--- config.mk ---
export PLATFORM = sky130hd
export DESIGN_NAME = audio_clkgen
export DESIGN_NICKNAME = d
export VERILOG_FILES = /design/src/rtl/audio_clkgen.sv
export SDC_FILE = /design/constraint.sdc
export NUM_CORES = 1
export LEC_CHECK = 0
export CAP_MARGIN = 40
export CELL_PAD_IN_SITES_DETAIL_PLACEMENT = 1
export CELL_PAD_IN_SITES_GLOBAL_PLACEMENT = 2
export CORE_MARGIN = 3
export CORE_UTILIZATION = 38
export CTS_BUF_LIST = sky130_fd_sc_hd__clkbuf_2
export DETAILED_ROUTE_END_ITERATION = 8
export PLACE_DENSITY = 0.78
export SYNTH_ARGS = -nofsm -noshare
export SYNTH_HDL_FRONTEND = slang
export SYNTH_SLANG_ARGS = --single-unit
--- constraint.sdc ---
create_clock -name clk -period 5.6 [get_ports clk]
set_input_delay 1.68 -clock clk [delete_from_list [all_inputs] [get_ports clk]]
set_output_delay 1.68 -clock clk [all_outputs]
set_load 0.02 [all_outputs]
--- src/rtl/audio_clkgen.sv ---
module audio_clkgen #(
  parameter int DIV_W     = 8,
  parameter int MIN_RATIO = 4
) (
  input  logic             clk,
  input  logic             rst_n,
  input  logic             run_en,
  input  logic [DIV_W-1:0] div_i,
  input  logic             odd_i,
  input  logic             mclk_mode,
  input  logic             mclk_oe,
  input  logic             wide_ch,
  output logic             mclk_o,
  output logic             bclk_o,
  output logic             bit_tick,
  output logic             frame_tick
);
  localparam int RW = DIV_W + 1;

  logic             run;
  logic [DIV_W-1:0] div_q;
  logic             odd_q, mode_q, wide_q;
  logic [RW-1:0]    cnt;
  logic [2:0]       sub;
  logic [5:0]       bitc;

  logic [RW-1:0] ratio_raw, ratio, half;
  logic          base_last, sub_last, bit_last, frame_last, base_hi;

  assign ratio_raw  = {div_q, odd_q};
  assign ratio      = (ratio_raw < RW'(MIN_RATIO)) ? RW'(MIN_RATIO) : ratio_raw;
  assign half       = ratio >> 1;
  assign base_last  = (cnt == ratio - RW'(1));
  assign base_hi    = (cnt < half);
  assign sub_last   = mode_q ? (sub == (wide_q ? 3'd3 : 3'd7)) : 1'b1;
  assign bit_last   = base_last & sub_last;
  assign frame_last = (bitc == (wide_q ? 6'd63 : 6'd31));

  always_ff @(posedge clk or negedge rst_n) begin
    if (!rst_n) begin
      run    <= 1'b0;
      div_q  <= '0;
      odd_q  <= 1'b0;
      mode_q <= 1'b0;
      wide_q <= 1'b0;
    end else begin
      run <= run_en;
      if (!run_en) begin
        div_q  <= div_i;
        odd_q  <= odd_i;
        mode_q <= mclk_mode;
        wide_q <= wide_ch;
      end
    end
  end

  always_ff @(posedge clk or negedge rst_n) begin
    if (!rst_n) begin
      cnt  <= '0;
      sub  <= '0;
      bitc <= '0;
    end else if (!run) begin
      cnt  <= '0;
      sub  <= '0;
      bitc <= '0;
    end else begin
      cnt <= base_last ? '0 : cnt + RW'(1);
      if (base_last)
        sub <= sub_last ? 3'd0 : sub + 3'd1;
      if (bit_last)
        bitc <= frame_last ? 6'd0 : bitc + 6'd1;
    end
  end

  assign mclk_o     = run & mode_q & mclk_oe & base_hi;
  assign bclk_o     = run & (mode_q ? (sub < (wide_q ? 3'd2 : 3'd4)) : base_hi);
  assign bit_tick   = run & bit_last;
  assign frame_tick = bit_tick & frame_last;
endmodule

==> results of run 1 <==
## worst register-to-register path: stages (launching register included)
cell	delay, ns
sky130_fd_sc_hd__dfrtp_1	0.46
sky130_fd_sc_hd__or4_2	0.69
sky130_fd_sc_hd__o21ai_2	0.19
sky130_fd_sc_hd__ha_2	0.26
sky130_fd_sc_hd__inv_1	0.06
sky130_fd_sc_hd__a2111oi_2	0.40
sky130_fd_sc_hd__xnor2_1	0.18
sky130_fd_sc_hd__nand2b_1	0.18
sky130_fd_sc_hd__or4_1	0.46
sky130_fd_sc_hd__buf_4	0.19
sky130_fd_sc_hd__or3_1	0.34
sky130_fd_sc_hd__a21oi_1	0.14
## sequential cells by signal, indices dropped and copies added, names as in the netlist
name and count:
mode_q 1, div_q 8, sub 3, run 1
odd_q 1, wide_q 1, cnt 9, bitc 6
## routing by layer
layer  up-vias  global-route usage  part of all wire
met5         -                   0                 0
met4         0              0.0801             0.024
met3        11              0.0429             0.030
met2        26               0.296              0.50
met1       792               0.215              0.45
li1        758                   -                 -
## layout by cell type (no fill, tap or decap), types with 5 or more instances in the layout
master and count:
sky130_fd_sc_hd__nand2_1 5, sky130_fd_sc_hd__nand3_1 8, sky130_fd_sc_hd__nor2_1 21, sky130_fd_sc_hd__mux2_2 11, sky130_fd_sc_hd__a21oi_1 9, sky130_fd_sc_hd__ha_1 11, sky130_fd_sc_hd__xnor2_1 10, sky130_fd_sc_hd__inv_1 14
sky130_fd_sc_hd__clkdlybuf4s50_1 16, sky130_fd_sc_hd__clkbuf_2 7, sky130_fd_sc_hd__nand4_1 5, sky130_fd_sc_hd__o21ai_0 7, sky130_fd_sc_hd__dfrtp_1 30, sky130_fd_sc_hd__buf_4 7, sky130_fd_sc_hd__xor2_1 10
## where the power goes
part,switching [mW],internal (mW),total [mW]
sequential,0.0147,0.227,0.242
combinational,0.0580,0.0516,0.110
clock,0.0769,0.0306,0.108
total,0.150,0.309,0.459
## final timing paths
check,slack [ns],cells past startpoint,startpoint,end
worst min register to register,0.59,2,sub[1],sub[1]
max in group asynchronous,3.62,2,rst_n,bitc[0]
min in group asynchronous,1.67,2,rst_n,sub[1]
worst max register to register,1.99,11,div_q[6],bitc[4]
worst min-delay path,0.59,2,sub[1],sub[1]
worst max-delay path,0.24,10,div_q[6],bit_tick
## cells by family after synthesis
| family | count (synthesis) | share of synthesized area |
|---|---|---|
| buffers and inverters | 22 | 0.0593 |
| xor gates and xnor gates | 20 | 0.0893 |
| adders and majority gates | 12 | 0.0765 |
| and+or+nand+nor | 68 | 0.200 |
| DFF | 30 | 0.383 |
| AOI/OAI and AO/OA | 32 | 0.109 |
| muxes | 15 | 0.0835 |
## layout make-up
cell class / count / area, um2 / share of cell area
clock buffers: 6 / 30.0 / 0.0133
inverters: 14 / 52.6 / 0.0233
clock inverters: 2 / 8.76 / 0.00389
well taps: 67 / 83.8 / 0.0372
flip-flops and latches: 30 / 751 / 0.333
multi-input cells: 147 / 1100 / 0.489
repair buffers: 25 / 226 / 0.100
## through the flow
stage                     power, mW  hold WS, ns  area (um2)   util
after floorplan               0.316        0.507        1960      -
after global routing          0.494        0.619        2250  0.465
after global placement        0.348        0.533        2210  0.457
after detailed placement      0.355        0.555        2210  0.457
final                         0.459        0.585        2250  0.465
after CTS                     0.467        0.595        2250  0.465
## repair_timing
| action | 4_1_cts | 5_1_grt |
|---|---|---|
| hold endpoints to repair | 0 | 0 |
| resized for setup | 4 | 4 |
| hold buffers | 0 | 0 |
| buffers inserted | 0 | 0 |
| endpoints found under the setup margin | 2 | 2 |
==> results.cfg, run 1 <==
[run_status]
outcome = finished clean

[route]
drt_first_pass_iters = 4
detailroute.via_count = 1587
post_detailed_route_count_of_antenna_violating_nets = 0
post_drt_via_cell_ratio = 5.45
drt_iter0_markers = 51
remaining_drc_errors = 0
routed_wire_length_per_instance_um = 16.8
totalWireLength_um = 4890

[setup_path]
cpMaxStageDelayCell = sky130_fd_sc_hd__or4_2
path_delay_family = simple AND/OR/NAND/NOR gates
worstSetupEndpointType = primary output
path_cells = or4_2 -> o21ai_2 -> ha_2 -> inv_1 -> a2111oi_2 -> xnor2_1 -> nand2b_1 -> or4_1 -> nor2_1 -> dlygate4sd2_1
cp.required_ns = 3.92
start_kind = flop
criticalPathCategory = reg -> out
critical_path_arrival_ns = 3.68
slowest_delay_ns = 0.69
path_max_fanout = 5
cp.buffers_inverters = 2

[global_routing]
antenna_violations_before_repair = 0
first_global_vias = 1729
track_usage = 0.178
grt_max_degree = 31
grt_first_pass_wirelength_um = 8370
overflow = 0

[logic_synthesis]
synthDominantAreaCellType = sky130_fd_sc_hd__dfrtp_1
async_reset_ff_frac = 1.00
ffs_latches_synth = 30
syn_inst = 199
synth_largest_type_area_fraction = 0.383
yosysMostFrequentCell = sky130_fd_sc_hd__dfrtp_1
synth-edff-count = 0
ys_warn_count = 0
synthTopCellsByArea = sky130_fd_sc_hd__dfrtp_1, sky130_fd_sc_hd__ha_1, sky130_fd_sc_hd__mux2_2, sky130_fd_sc_hd__xnor2_1, sky130_fd_sc_hd__xor2_1
postSynthAreaPerCell_um2 = 9.86
post_synth_instance_area_um2 = 1960
synth-seq-area-share = 0.383
yosysUniqueCellTypes = 46
nets_in_the_synthesized_netlist = 226
synth.cells.most_frequent = sky130_fd_sc_hd__dfrtp_1, sky130_fd_sc_hd__nor2_1, sky130_fd_sc_hd__inv_1
synth_ff_type = sky130_fd_sc_hd__dfrtp_1

[sta]
timing.final.setup_violations = 0
unrepaired_setup_endpoints_after_global_routing = false
max_freq_mhz = 186
layout_worst_path_cycle_share = 0.958
final_max_slew_viol_count = 0
finalSetupTns_ns = 0
worst_slew_margin_rel = 0.483
final-hold-violation-count = 0
final.setup.worst_slack_ns = 0.237
timing.clock.skew_ns = 0.0193
tightest_slew_ns = 0.769
period_needed_ns = 5.36

[die]
top_level_ports = 19
die_w_um = 77.9
initial_core_util = 0.405
core_region_area_um2 = 4850
die-height_um = 77.9
num_rows = 25
fp.dieArea_um2 = 6060

[finish]
diodes = 0
finish.cell_count_without_fillers = 291
post_route_cells_drive_above_1_share = 0.161
layout.nets = 250
layout-area-overhead-vs-synth_pct = 14.9
fillerInstances = 553

[clock_network]
clk_transition_reported_paths_ns = 0.17
ctsLongestPathBuffers = 2
library_cell_used_as_clock_root_buffer = sky130_fd_sc_hd__clkbuf_2
numCtsBuffers = 5
insertion_delay_ns = 0.38
clock_tree.htree_level_count = 2
cts_tree = built
clock_sink_count = 30

[placement]
dpl.hpwl_um = 3820
post-place-cells = 283
buffer_ports.inserted = 18
place_worst_setup_slack_ns = 0.0627
gpl.final_weighted_congestion = 0.930

[power]
ir_worst_vdd_mv = 0.0922
pwr_dens_nw_per_um2 = 204
power.static_leakage_nw = 0.981

[run]
max_cap_viol = 0

[hold_path]
min_path_type = reg -> reg
(Power assumes the default switching activity.)
==> run 2, diff against run 1 <==
- CORE_ASPECT_RATIO: unset -> 0.75
- clock period: 5.6 -> 5.1 ns (I/O delays scaled with it)
==> run 2 against run 1 <==
  * Via count decreased by 3.2%
  * Core utilization up 4.5 points
  * First-iteration DRC count up 5.9%
  * Wire length down 1.9%
  * Sequential power grew 8.7%
  * Final area rose by 6.4%
  * Die area increased by 0.15%
  * Global-route usage fell by 0.60 points
  * Clock power is 99% higher
  * Combinational power grew 25%
  * Largest cell class unchanged
==> results.cfg, run 2 (synthesized netlist as in run 1, its figures left out) <==
[run_status]
outcome = finished clean

[sta]
unrepaired_setup_endpoints_after_global_routing = false
final-hold-violation-count = 0
final_max_slew_viol_count = 0
timing.final.setup_violations = 0
layout_worst_path_cycle_share = 0.957
timing.clock.skew_ns = 0.00637
finalSetupTns_ns = 0
tightest_slew_ns = 0.729
period_needed_ns = 4.88
worst_slew_margin_rel = 0.510
max_freq_mhz = 205

[hold_path]
worst_hold_startpoint = bitc[1]
min_path_type = reg -> reg

[clock_network]
ctsLongestPathBuffers = 2
cts-hold-fix-buffers = 0
clock_tree.htree_level_count = 2
cts_tree = built
clock_sink_count = 30
cts_setup_buffers = 0
clk_transition_reported_paths_ns = 0.16
numCtsBuffers = 5
insertion_delay_ns = 0.35
library_cell_used_as_clock_root_buffer = sky130_fd_sc_hd__clkbuf_2

[route]
post_detailed_route_count_of_antenna_violating_nets = 0
remaining_drc_errors = 0
drt_first_pass_iters = 4
detailroute.via_count = 1537
drt_iter0_markers = 54
routed_wire_length_per_instance_um = 16.5
totalWireLength_um = 4800
post_drt_via_cell_ratio = 5.30

[finish]
fillerInstances = 548
finish.cell_count_without_fillers = 290
layout.nets = 259
diodes = 0
post_route_cells_drive_above_1_share = 0.206
most_used_cells_in_the_layout_excluding_fill_and_tap_cells = sky130_fd_sc_hd__dfrtp_1, sky130_fd_sc_hd__nor2_1, sky130_fd_sc_hd__buf_4
largest-register = cnt
layout-area-overhead-vs-synth_pct = 22.3
layout_commonest_cell = sky130_fd_sc_hd__dfrtp_1
largest_register_ffs = 9
layout_top_registers = cnt (9), div_q (8), bitc (6)

[setup_path]
path_cells = or4_2 -> o21ai_4 -> ha_4 -> inv_1 -> a2111oi_4 -> xnor2_1 -> nand2b_1 -> or4_4 -> nor3_2 -> buf_4
worst_r2r_startpoint = div_q[7]
start_kind = flop
criticalPathCategory = reg -> out
cpMaxStageDelayCell = sky130_fd_sc_hd__or4_2
cp.required_ns = 3.57
critical_path_arrival_ns = 3.35
path_max_fanout = 4
slowest_delay_ns = 0.72
worstSetupEndpointType = primary output
cp-startpoint = div_q[7]

[placement]
gpl.final_weighted_congestion = 0.923
dpl.hpwl_um = 3780
post-place-cells = 282
buffer_ports.inserted = 18

[global_routing]
grt_first_pass_wirelength_um = 7770
first_global_vias = 1592
overflow = 0
grt_max_degree = 31
track_usage = 0.172
antenna_violations_before_repair = 0

[power]
internal_power_mw = 0.448
ir_worst_vdd_mv = 0.117
power.static_leakage_nw = 1.06
comb_power_share = 0.223
pwr_dens_nw_per_um2 = 257
pwr-share-seq = 0.427
p_clk_frac = 0.350
switching_share = 0.273
netSwitchingPower_mw = 0.168

[die]
num_rows = 21
initial_core_util = 0.417
fp.dieArea_um2 = 6070
top_level_ports = 19
core_region_area_um2 = 4700
die_w_um = 89.0
die-height_um = 68.2

[run]
max_cap_viol = 0
-- run 2: power groups by stage --
stage          registers, mW  logic (mW)  clock network, mW
2_1_floorplan          0.265      0.0817                  0
3_3_place_gp           0.266       0.129                  0
3_5_place_dp           0.267       0.132                  0
4_1_cts                0.263       0.134              0.223
5_1_grt                0.265       0.152              0.235
6_report               0.263       0.137              0.215
-- run 2: metal layers --
metal  part of all wire  wire (um)  up-vias  GRT usage
met5                  0          0        -          0
met4                  0          0        0     0.0335
met3              0.045        217        0     0.0373
met2               0.44       2100       24      0.269
met1               0.52       2480      738      0.246
li1                   -          -      775          -
-- run 2: worst max-delay path, delay by kind of cell, from the launching register on --
| family | cells | cell delay, ns |
|---|---|---|
| simple gates | 4 | 1.50 |
| compound gates | 2 | 0.53 |
| flops | 1 | 0.41 |
| buf+inv | 2 | 0.23 |
| fa+ha+maj | 1 | 0.18 |
| xor+xnor | 1 | 0.14 |
-- run 2: path summary, 6_finish.rpt --
kind / endpoint / slack [ns] / cells after the start
max reg2reg: cnt[8] / 1.61 / 10
max: frame_tick / 0.22 / 10
max in group asynchronous: wide_q / 3.27 / 2
min in group asynchronous: cnt[4] / 1.55 / 2
min: bitc[1] / 0.57 / 2
min reg2reg: bitc[1] / 0.57 / 2
-- run 2: layout make-up --
cell class,instances,area (um2),area share
Inverter,14,52.6,0.0219
Sequential cell,30,751,0.313
Timing Repair Buffer,34,295,0.123
Multi-Input combinational cell,147,1140,0.475
Tap cell,57,71.3,0.0297
Clock buffer,5,25.0,0.0104
Clock inverter,3,63.8,0.0266
-- run 2: repair_timing --
item,CTS,global route
endpoints found under the setup margin,2,3
resized for setup,10,8
endpoints found under the hold margin,0,0
-- run 2: through the flow --
stage	hold WS, ns	instance area [um2]	utilization	setup slack (ns)	total power [mW]
2_1_floorplan	0.507	1960	-	0.218	0.346
3_3_place_gp	0.523	2270	0.483	0.0107	0.395
3_5_place_dp	0.544	2270	0.483	-0.0943	0.399
4_1_cts	0.581	2360	0.502	0.0180	0.620
5_1_grt	0.630	2400	0.510	0.0178	0.652
6_report	0.570	2400	0.510	0.217	0.616
